===== src/rtl/cap_exc_pkg.sv =====
// Package: shared constants and mapping functions of the capability fault unit.
// Assumes register numbers are at least 5 bits wide so that 27..31 exist.
package cap_exc_pkg;

    // Default field widths of a flat capability
    localparam int ADDR_W_DEF  = 64;
    localparam int OTYPE_W_DEF = 24;
    localparam int SWP_W_DEF   = 16;
    localparam int HWP_W_DEF   = 15;
    localparam int PAD_W_DEF   = 8;

    // Hardware permission bit indices that gate privileged registers
    localparam int PERM_EXC_SLOT = 10;
    localparam int PERM_KDATA    = 11;
    localparam int PERM_KCODE    = 12;
    localparam int PERM_KRES1    = 13;
    localparam int PERM_KRES2    = 14;

    // Privileged register window
    localparam int PRIV_FIRST = 27;
    localparam int NUM_PRIV   = 5;

    // Fixed code values
    localparam logic [7:0] CODE_NONE      = 8'h00;
    localparam logic [7:0] CODE_CALL_TRAP = 8'h05;
    localparam logic [7:0] CODE_RET_TRAP  = 8'h06;
    localparam logic [7:0] CODE_USER      = 8'h08;
    localparam logic [7:0] FIELD_NO_REG   = 8'hff;

    // Kind-index groups (contiguous runs of codes)
    localparam int GRP0_LAST  = 10;
    localparam int GRP1_FIRST = 11;
    localparam int GRP1_LAST  = 18;
    localparam int GRP2_FIRST = 19;
    localparam int GRP2_LAST  = 23;
    localparam logic [7:0] GRP1_BASE = 8'h10;
    localparam logic [7:0] GRP2_BASE = 8'h1a;

    // Gating permission bit for privileged slot i (register PRIV_FIRST+i)
    function automatic int priv_perm_bit(input int i);
        case (i)
            0:       return PERM_KRES1;
            1:       return PERM_KRES2;
            2:       return PERM_KCODE;
            3:       return PERM_KDATA;
            default: return PERM_EXC_SLOT;
        endcase
    endfunction

    // Refusal code for privileged slot i
    function automatic logic [7:0] priv_code(input int i);
        case (i)
            0:       return 8'h1d;
            1:       return 8'h1e;
            2:       return 8'h1c;
            3:       return 8'h1b;
            default: return 8'h1a;
        endcase
    endfunction

    // Trap-class membership of a recorded code
    function automatic logic is_trap_code(input logic [7:0] c);
        return (c == CODE_CALL_TRAP) || (c == CODE_RET_TRAP);
    endfunction

endpackage


===== src/rtl/cap_access_gate.sv =====
// Module: cap_access_gate
// Decides combinationally whether a capability register number may be
// accessed under the given hardware permission bits, and yields the
// refusal code. One comparator per privileged register is generated.
// Assumes REG_W >= 5.
module cap_access_gate
    import cap_exc_pkg::*;
#(
    parameter int REG_W  = 5,
    parameter int HWP_W  = HWP_W_DEF,
    parameter int CODE_W = 8
) (
    input  logic [REG_W-1:0]  regnum,
    input  logic [HWP_W-1:0]  hw_perms,
    output logic              denied,
    output logic [CODE_W-1:0] code
);

    logic [NUM_PRIV-1:0] hit;
    logic [NUM_PRIV-1:0] blocked;

    for (genvar g = 0; g < NUM_PRIV; g++) begin : g_priv
        localparam int PBIT = priv_perm_bit(g);
        // match this privileged number and test its gating bit
        assign hit[g]     = (regnum == REG_W'(PRIV_FIRST + g));
        assign blocked[g] = hit[g] & ~hw_perms[PBIT];
    end

    // merge the refusal of the (at most one) matching slot
    always_comb begin
        code = '0;
        for (int i = 0; i < NUM_PRIV; i++) begin
            if (blocked[i]) begin
                code = CODE_W'(priv_code(i));
            end
        end
    end

    assign denied = |blocked;

endmodule


===== src/rtl/cap_fault_encoder.sv =====
// Module: cap_fault_encoder
// Maps an explicit fault-kind index to its 8-bit fault code. Indices form
// three contiguous runs of codes; anything past the last run is recorded
// as a user-defined fault. Purely combinational.
module cap_fault_encoder
    import cap_exc_pkg::*;
#(
    parameter int KIND_W = 5,
    parameter int CODE_W = 8
) (
    input  logic [KIND_W-1:0] kind,
    output logic [CODE_W-1:0] code
);

    logic [7:0] k8;
    logic [7:0] mapped;

    assign k8 = 8'(kind);

    // pick the run the index falls into and offset from its base code
    always_comb begin
        if (k8 <= 8'(GRP0_LAST)) begin
            mapped = k8;
        end else if (k8 <= 8'(GRP1_LAST)) begin
            mapped = GRP1_BASE + (k8 - 8'(GRP1_FIRST));
        end else if (k8 <= 8'(GRP2_LAST)) begin
            mapped = GRP2_BASE + (k8 - 8'(GRP2_FIRST));
        end else begin
            mapped = CODE_USER;
        end
    end

    assign code = CODE_W'(mapped);

endmodule


===== src/rtl/cap_cause_reg.sv =====
// Module: cap_cause_reg
// Holds the capability cause word and the one-cycle exception pulse with
// its class. Loads on log_en, holds otherwise. Synchronous active-low reset.
module cap_cause_reg
    import cap_exc_pkg::*;
#(
    parameter int CODE_W  = 8,
    parameter int FIELD_W = 8,
    localparam int CAUSE_W = CODE_W + FIELD_W
) (
    input  logic               clk,
    input  logic               rst_n,
    input  logic               log_en,
    input  logic [CODE_W-1:0]  log_code,
    input  logic [FIELD_W-1:0] log_field,
    output logic [CAUSE_W-1:0] cause,
    output logic               exc_valid,
    output logic               exc_trap
);

    // cause word: code above register field
    always_ff @(posedge clk) begin
        if (!rst_n) begin
            cause <= '0;
        end else if (log_en) begin
            cause <= {log_code, log_field};
        end
    end

    // exception pulse and class, valid for the cycle after a fault
    always_ff @(posedge clk) begin
        if (!rst_n) begin
            exc_valid <= 1'b0;
            exc_trap  <= 1'b0;
        end else begin
            exc_valid <= log_en;
            exc_trap  <= log_en & is_trap_code(8'(log_code));
        end
    end

endmodule


===== src/rtl/cap_slot_ctrl.sv =====
// Module: cap_slot_ctrl
// Keeps the exception-capability slot and the next / delayed program-counter
// capabilities. Fault entry saves the current capability with its offset
// replaced by the faulting PC and redirects to the kernel code capability;
// return redirects to the saved slot. Entry must dominate return at the
// caller; here entry is tested first as well.
module cap_slot_ctrl #(
    parameter int ADDR_W = 64,
    parameter int CAP_W  = 257,
    parameter int OFF_LO = 128
) (
    input  logic              clk,
    input  logic              rst_n,
    input  logic              enter,
    input  logic              leave,
    input  logic [CAP_W-1:0]  cur_cap,
    input  logic [CAP_W-1:0]  kcode_cap,
    input  logic [ADDR_W-1:0] fault_addr,
    output logic [CAP_W-1:0]  exc_cap,
    output logic [CAP_W-1:0]  nxt_cap,
    output logic [CAP_W-1:0]  dly_cap
);

    logic [CAP_W-1:0] saved_cap;

    // current capability with the offset field overwritten
    always_comb begin
        saved_cap = cur_cap;
        saved_cap[OFF_LO +: ADDR_W] = fault_addr;
    end

    // exception slot: written only on entry
    always_ff @(posedge clk) begin
        if (!rst_n) begin
            exc_cap <= '0;
        end else if (enter) begin
            exc_cap <= saved_cap;
        end
    end

    // next and delayed capabilities always move together
    always_ff @(posedge clk) begin
        if (!rst_n) begin
            nxt_cap <= '0;
            dly_cap <= '0;
        end else if (enter) begin
            nxt_cap <= kcode_cap;
            dly_cap <= kcode_cap;
        end else if (leave) begin
            nxt_cap <= exc_cap;
            dly_cap <= exc_cap;
        end
    end

endmodule


===== src/rtl/cap_exc_unit.sv =====
// Module: cap_exc_unit (top)
// Capability register-access gate plus fault recorder. Selects between an
// explicit fault and a refused real access (explicit wins), forms the cause
// word, and drives the capability slots. Fault beats return in one cycle.
// Assumes a flat capability: length, base, offset from bit 0 up, then the
// sealed flag, hardware permissions, software permissions, type, pad, tag.
module cap_exc_unit
    import cap_exc_pkg::*;
#(
    parameter int ADDR_W  = ADDR_W_DEF,
    parameter int OTYPE_W = OTYPE_W_DEF,
    parameter int SWP_W   = SWP_W_DEF,
    parameter int HWP_W   = HWP_W_DEF,
    parameter int PAD_W   = PAD_W_DEF,
    parameter int REG_W   = 5,
    parameter int KIND_W  = 5,
    parameter int CODE_W  = 8,
    parameter int FIELD_W = 8,
    localparam int CAP_W   = 1 + PAD_W + OTYPE_W + SWP_W + HWP_W + 1 + 3 * ADDR_W,
    localparam int CAUSE_W = CODE_W + FIELD_W
) (
    input  logic               clk,
    input  logic               rst_n,
    input  logic [REG_W-1:0]   acc_regnum,
    input  logic               acc_valid,
    output logic               acc_denied,
    output logic [CODE_W-1:0]  acc_code,
    input  logic               flt_valid,
    input  logic [KIND_W-1:0]  flt_kind,
    input  logic               flt_has_reg,
    input  logic [REG_W-1:0]   flt_regnum,
    input  logic               eret_valid,
    input  logic [CAP_W-1:0]   pcc_in,
    input  logic [CAP_W-1:0]   kcc_in,
    input  logic [ADDR_W-1:0]  fault_pc,
    output logic [CAUSE_W-1:0] cause,
    output logic               exc_valid,
    output logic               exc_trap,
    output logic [CAP_W-1:0]   epcc_out,
    output logic [CAP_W-1:0]   next_pcc,
    output logic [CAP_W-1:0]   delayed_pcc
);

    localparam int OFF_LO  = 2 * ADDR_W;
    localparam int PERM_LO = 3 * ADDR_W + 1;

    logic [CODE_W-1:0]  kind_code;
    logic               acc_fault;
    logic               any_fault;
    logic               do_return;
    logic [CODE_W-1:0]  sel_code;
    logic [FIELD_W-1:0] sel_field;

    // register-access gate on the current capability's permission bits
    cap_access_gate #(
        .REG_W (REG_W),
        .HWP_W (HWP_W),
        .CODE_W(CODE_W)
    ) u_gate (
        .regnum  (acc_regnum),
        .hw_perms(pcc_in[PERM_LO +: HWP_W]),
        .denied  (acc_denied),
        .code    (acc_code)
    );

    // explicit fault kind to code
    cap_fault_encoder #(
        .KIND_W(KIND_W),
        .CODE_W(CODE_W)
    ) u_enc (
        .kind(flt_kind),
        .code(kind_code)
    );

    // fault source selection: explicit first, refused real access second
    always_comb begin
        acc_fault = acc_valid & acc_denied;
        any_fault = flt_valid | acc_fault;
        do_return = eret_valid & ~any_fault;
        if (flt_valid) begin
            sel_code  = kind_code;
            sel_field = flt_has_reg ? FIELD_W'(flt_regnum) : FIELD_W'(FIELD_NO_REG);
        end else begin
            sel_code  = acc_code;
            sel_field = FIELD_W'(acc_regnum);
        end
    end

    cap_cause_reg #(
        .CODE_W (CODE_W),
        .FIELD_W(FIELD_W)
    ) u_cause (
        .clk      (clk),
        .rst_n    (rst_n),
        .log_en   (any_fault),
        .log_code (sel_code),
        .log_field(sel_field),
        .cause    (cause),
        .exc_valid(exc_valid),
        .exc_trap (exc_trap)
    );

    cap_slot_ctrl #(
        .ADDR_W(ADDR_W),
        .CAP_W (CAP_W),
        .OFF_LO(OFF_LO)
    ) u_slots (
        .clk       (clk),
        .rst_n     (rst_n),
        .enter     (any_fault),
        .leave     (do_return),
        .cur_cap   (pcc_in),
        .kcode_cap (kcc_in),
        .fault_addr(fault_pc),
        .exc_cap   (epcc_out),
        .nxt_cap   (next_pcc),
        .dly_cap   (delayed_pcc)
    );

endmodule


===== config.mk =====
export PLATFORM = sky130hd
export DESIGN_NAME = cap_exc_unit
export DESIGN_NICKNAME = d
export VERILOG_FILES = /design/src/rtl/cap_exc_pkg.sv /design/src/rtl/cap_access_gate.sv /design/src/rtl/cap_fault_encoder.sv /design/src/rtl/cap_cause_reg.sv /design/src/rtl/cap_slot_ctrl.sv /design/src/rtl/cap_exc_unit.sv
export SDC_FILE = /design/constraint.sdc
export NUM_CORES = 1
export LEC_CHECK = 0
export BUFFER_PORTS_ARGS = -buffer_cell sky130_fd_sc_hd__buf_2
export CORE_AREA = 2 2 537 539
export DETAILED_ROUTE_END_ITERATION = 10
export DIE_AREA = 0 0 539 541
export PLACE_DENSITY_LB_ADDON = 0.15
export SYNTH_ARGS = -nofsm -noshare
export SYNTH_HDL_FRONTEND = slang
export SYNTH_HIERARCHICAL = 1
export SYNTH_SLANG_ARGS = --single-unit

===== constraint.sdc =====
create_clock -name clk -period 3.5 [get_ports clk]
set_clock_uncertainty 0.15 [all_clocks]
set_input_delay 0.7 -clock clk [delete_from_list [all_inputs] [get_ports clk]]
set_output_delay 0.7 -clock clk [all_outputs]
set_load 0.05 [all_outputs]

==> flow_metrics.env <==
export IMPL_dpl_hpwl_mm=132
export IMPL_gr_total_overflow=0
export IMPL_cts_resized=0
export IMPL_netlist_area_mm2=0.0269
export IMPL_viasPerCell=3.03
export IMPL_rows=197
export IMPL_r2r_start="u_slots/dly_cap[12]"
export IMPL_slew_headroom_pct=62.3
export IMPL_vias=22900
export IMPL_syn_area_per_cell_um2=11.2
export IMPL_dieWidth_um=539
export IMPL_synth_ff_type="dfxtp_1"
export IMPL_place_inst=7148
export IMPL_final_cells=7567
export IMPL_cp_arrival_ns=2.11
export IMPL_wirelength_mm=161
export IMPL_synth_most_common_cell="dfxtp_1"
export IMPL_post_route_util_pct=14.4
export IMPL_core_area_mm2=0.286
export IMPL_clockBufferDepth=4
export IMPL_path_max_fanout=4
export IMPL_hold_violations=0
export IMPL_path_class="in -> out"
export IMPL_min_from="pcc_in[212]"
export IMPL_yosysTopAreaCell="dfxtp_1"
export IMPL_drc=0
export IMPL_start_util_pct=9.38
export IMPL_clk_pin_slew_ns=0.06
export IMPL_die_y_um=541
export IMPL_ys_seq_elements=532
export IMPL_yosys_warnings=6
export IMPL_synth_top_cells_by_count="dfxtp_1 (532), buf_4 (277), mux2i_1 (275), nor2b_1 (275), o211a_1 (257)"
export IMPL_h_tree_depth=3
export IMPL_syn_instance_count=2389
export IMPL_grt_usage_pct=10.6
export IMPL_max_slew_worst_pin_slew_ns=0.565
export IMPL_p_per_area_mw_per_mm2=509
export IMPL_crit_start="acc_regnum[0]"
export IMPL_area_growth_pct=54.0
export IMPL_layout_drive_gt1_share_pct=48.3
export IMPL_wl_per_cell_um=21.3
export IMPL_power_leakage_nw=21.1
export IMPL_hold_class="in -> reg"
export IMPL_synthDistinctLibCells=52
export IMPL_endpoint_kind="output pin"
export IMPL_final_min_clock_period_ns=2.96
export IMPL_cts_tree="done"
export IMPL_port_buffer_count=1329
export IMPL_grt_max_degree=85
export IMPL_firstDrtPassIters=5
export IMPL_max_cap_violations=0
export IMPL_fmax_ghz=0.337
export IMPL_antenna_found_initial=84
export IMPL_fillCellCount=32600
export IMPL_ir_worst_vdd_uv=285
export IMPL_num_nets_final=4299
export IMPL_clock_sinks=532
export IMPL_cts_root_buffer="clkbuf_16"
export IMPL_outcome="completed"
export IMPL_slew_violations=0
export IMPL_setup_worst_path_start_class="input pin"
export IMPL_place_congestion=0.796
export IMPL_rsz0062_at_grt="no"
export IMPL_ioPinCount=1397
export IMPL_grt_pass1_vias=23400
export IMPL_grt_pass1_wl_mm=214
export IMPL_fin_crit_sh_pct=84.7
export IMPL_die_area_mm2=0.292
export IMPL_ys_seq_area_share_pct=39.6
export IMPL_finalSetupViolations=0
export IMPL_first_iter_violations=939
export IMPL_yosys_top_cells_area="dfxtp_1 (40%), mux2_4 (13%), mux2i_1 (10%), o211a_1 (9.6%), buf_4 (7.7%)"
export IMPL_setup_tns_ns=0
export IMPL_synth_top_area_share_pct=39.6
export IMPL_postRouteAntennaNets=0
export IMPL_clk_latency_ns=0.76
export IMPL_crit_required_ns=2.65
export IMPL_synth_edf_count=0
export IMPL_postSynth_asyncResetShare_pct=0
export IMPL_cts_buffers=83
cells in the final DEF, fill, tap and decap left out, types with 35 or more instances in the layout:
cell / count
buf_2: 1328
dfxtp_1: 532
nor2b_1: 275
mux2i_1: 275
o211a_1: 257
dlygate4sd3_1: 244
mux2_4: 232
nand2b_1: 211
clkbuf_16: 84
buf_4: 63
or2b_1: 48
mux2_2: 35
cell type report:
class / instances / area [µm²] / area share, %
inverters: 6 / 22.5 / 0.0544
diodes: 29 / 72.6 / 0.175
multi-input cells: 1410 / 13100 / 31.7
flip-flops and latches: 532 / 10700 / 25.7
clock inverters: 17 / 210 / 0.508
repair buffers: 1663 / 10100 / 24.4
clock buffers: 129 / 2440 / 5.90
well taps: 3781 / 4730 / 11.4
critical path, stage by stage:
cell	delay, ns
buf_2	0.12
mux2_4	0.29
or3_4	0.34
nand3_1	0.31
buf_2	0.34
where the power goes:
part / total [W] / switching [W] / internal [W]
sequential: 0.00704 / 0.000538 / 0.00650
combinational: 0.00565 / 0.00381 / 0.00184
clock: 0.00838 / 0.00338 / 0.00500
stage by stage:
stage          cell area, µm²  total power, W  hold slack, ns  setup WS [ns]
2_1_floorplan           26900          0.0111           0.593          0.312
3_3_place_gp            36200          0.0127           0.348          0.168
3_5_place_dp            36200          0.0127           0.353          0.153
4_1_cts                 41300          0.0217        0.000114          0.533
5_1_grt                 41300          0.0221          0.0335          0.512
6_report                41400          0.0211          0.0845          0.535
state kept, by name, summed over array words and instances, names as in the netlist:
| signal | cells |
|---|---|
| u_cause/exc_valid | 1 |
| u_cause/exc_trap | 1 |
| u_cause/cause | 16 |
| u_slots/exc_cap | 257 |
| u_slots/dly_cap | 257 |
timing repair:
item,CTS,global route
hold endpoints to repair,244,0
endpoints found under the setup margin,0,0
buffers inserted,0,0
hold buffers,244,0
cells by family after synthesis:
logic type                 count (synthesis)  synth area share, %
AOI/OAI and AO/OA                        288                 10.3
xor gates and xnor gates                   5                0.163
adders and majority gates                  4                0.186
buffers and inverters                    449                 11.5
DFF                                      532                 39.6
muxes                                    542                 24.7
other                                      1               0.0140
and+or+nand+nor                          568                 13.4
metal layers:
layer / vias up / track usage [%] / part of all wire, %
met5: - / 0 / 0.26
met4: 64 / 3.52 / 3.3
met3: 262 / 3.96 / 8.6
met2: 1043 / 17.8 / 47
met1: 10900 / 12.2 / 41
li1: 10700 / - / -
worst paths after layout:
kind              depth (start not counted)                    to  slack, ns
setup / recovery                          5           acc_code[3]       0.54
hold / removal                            3  u_slots/exc_cap[212]       0.08
setup reg to reg                          2   u_slots/dly_cap[12]       2.23
hold reg to reg                           2      u_cause/cause[0]       0.36
No activity file was read; power rests on OpenSTA's default activity.
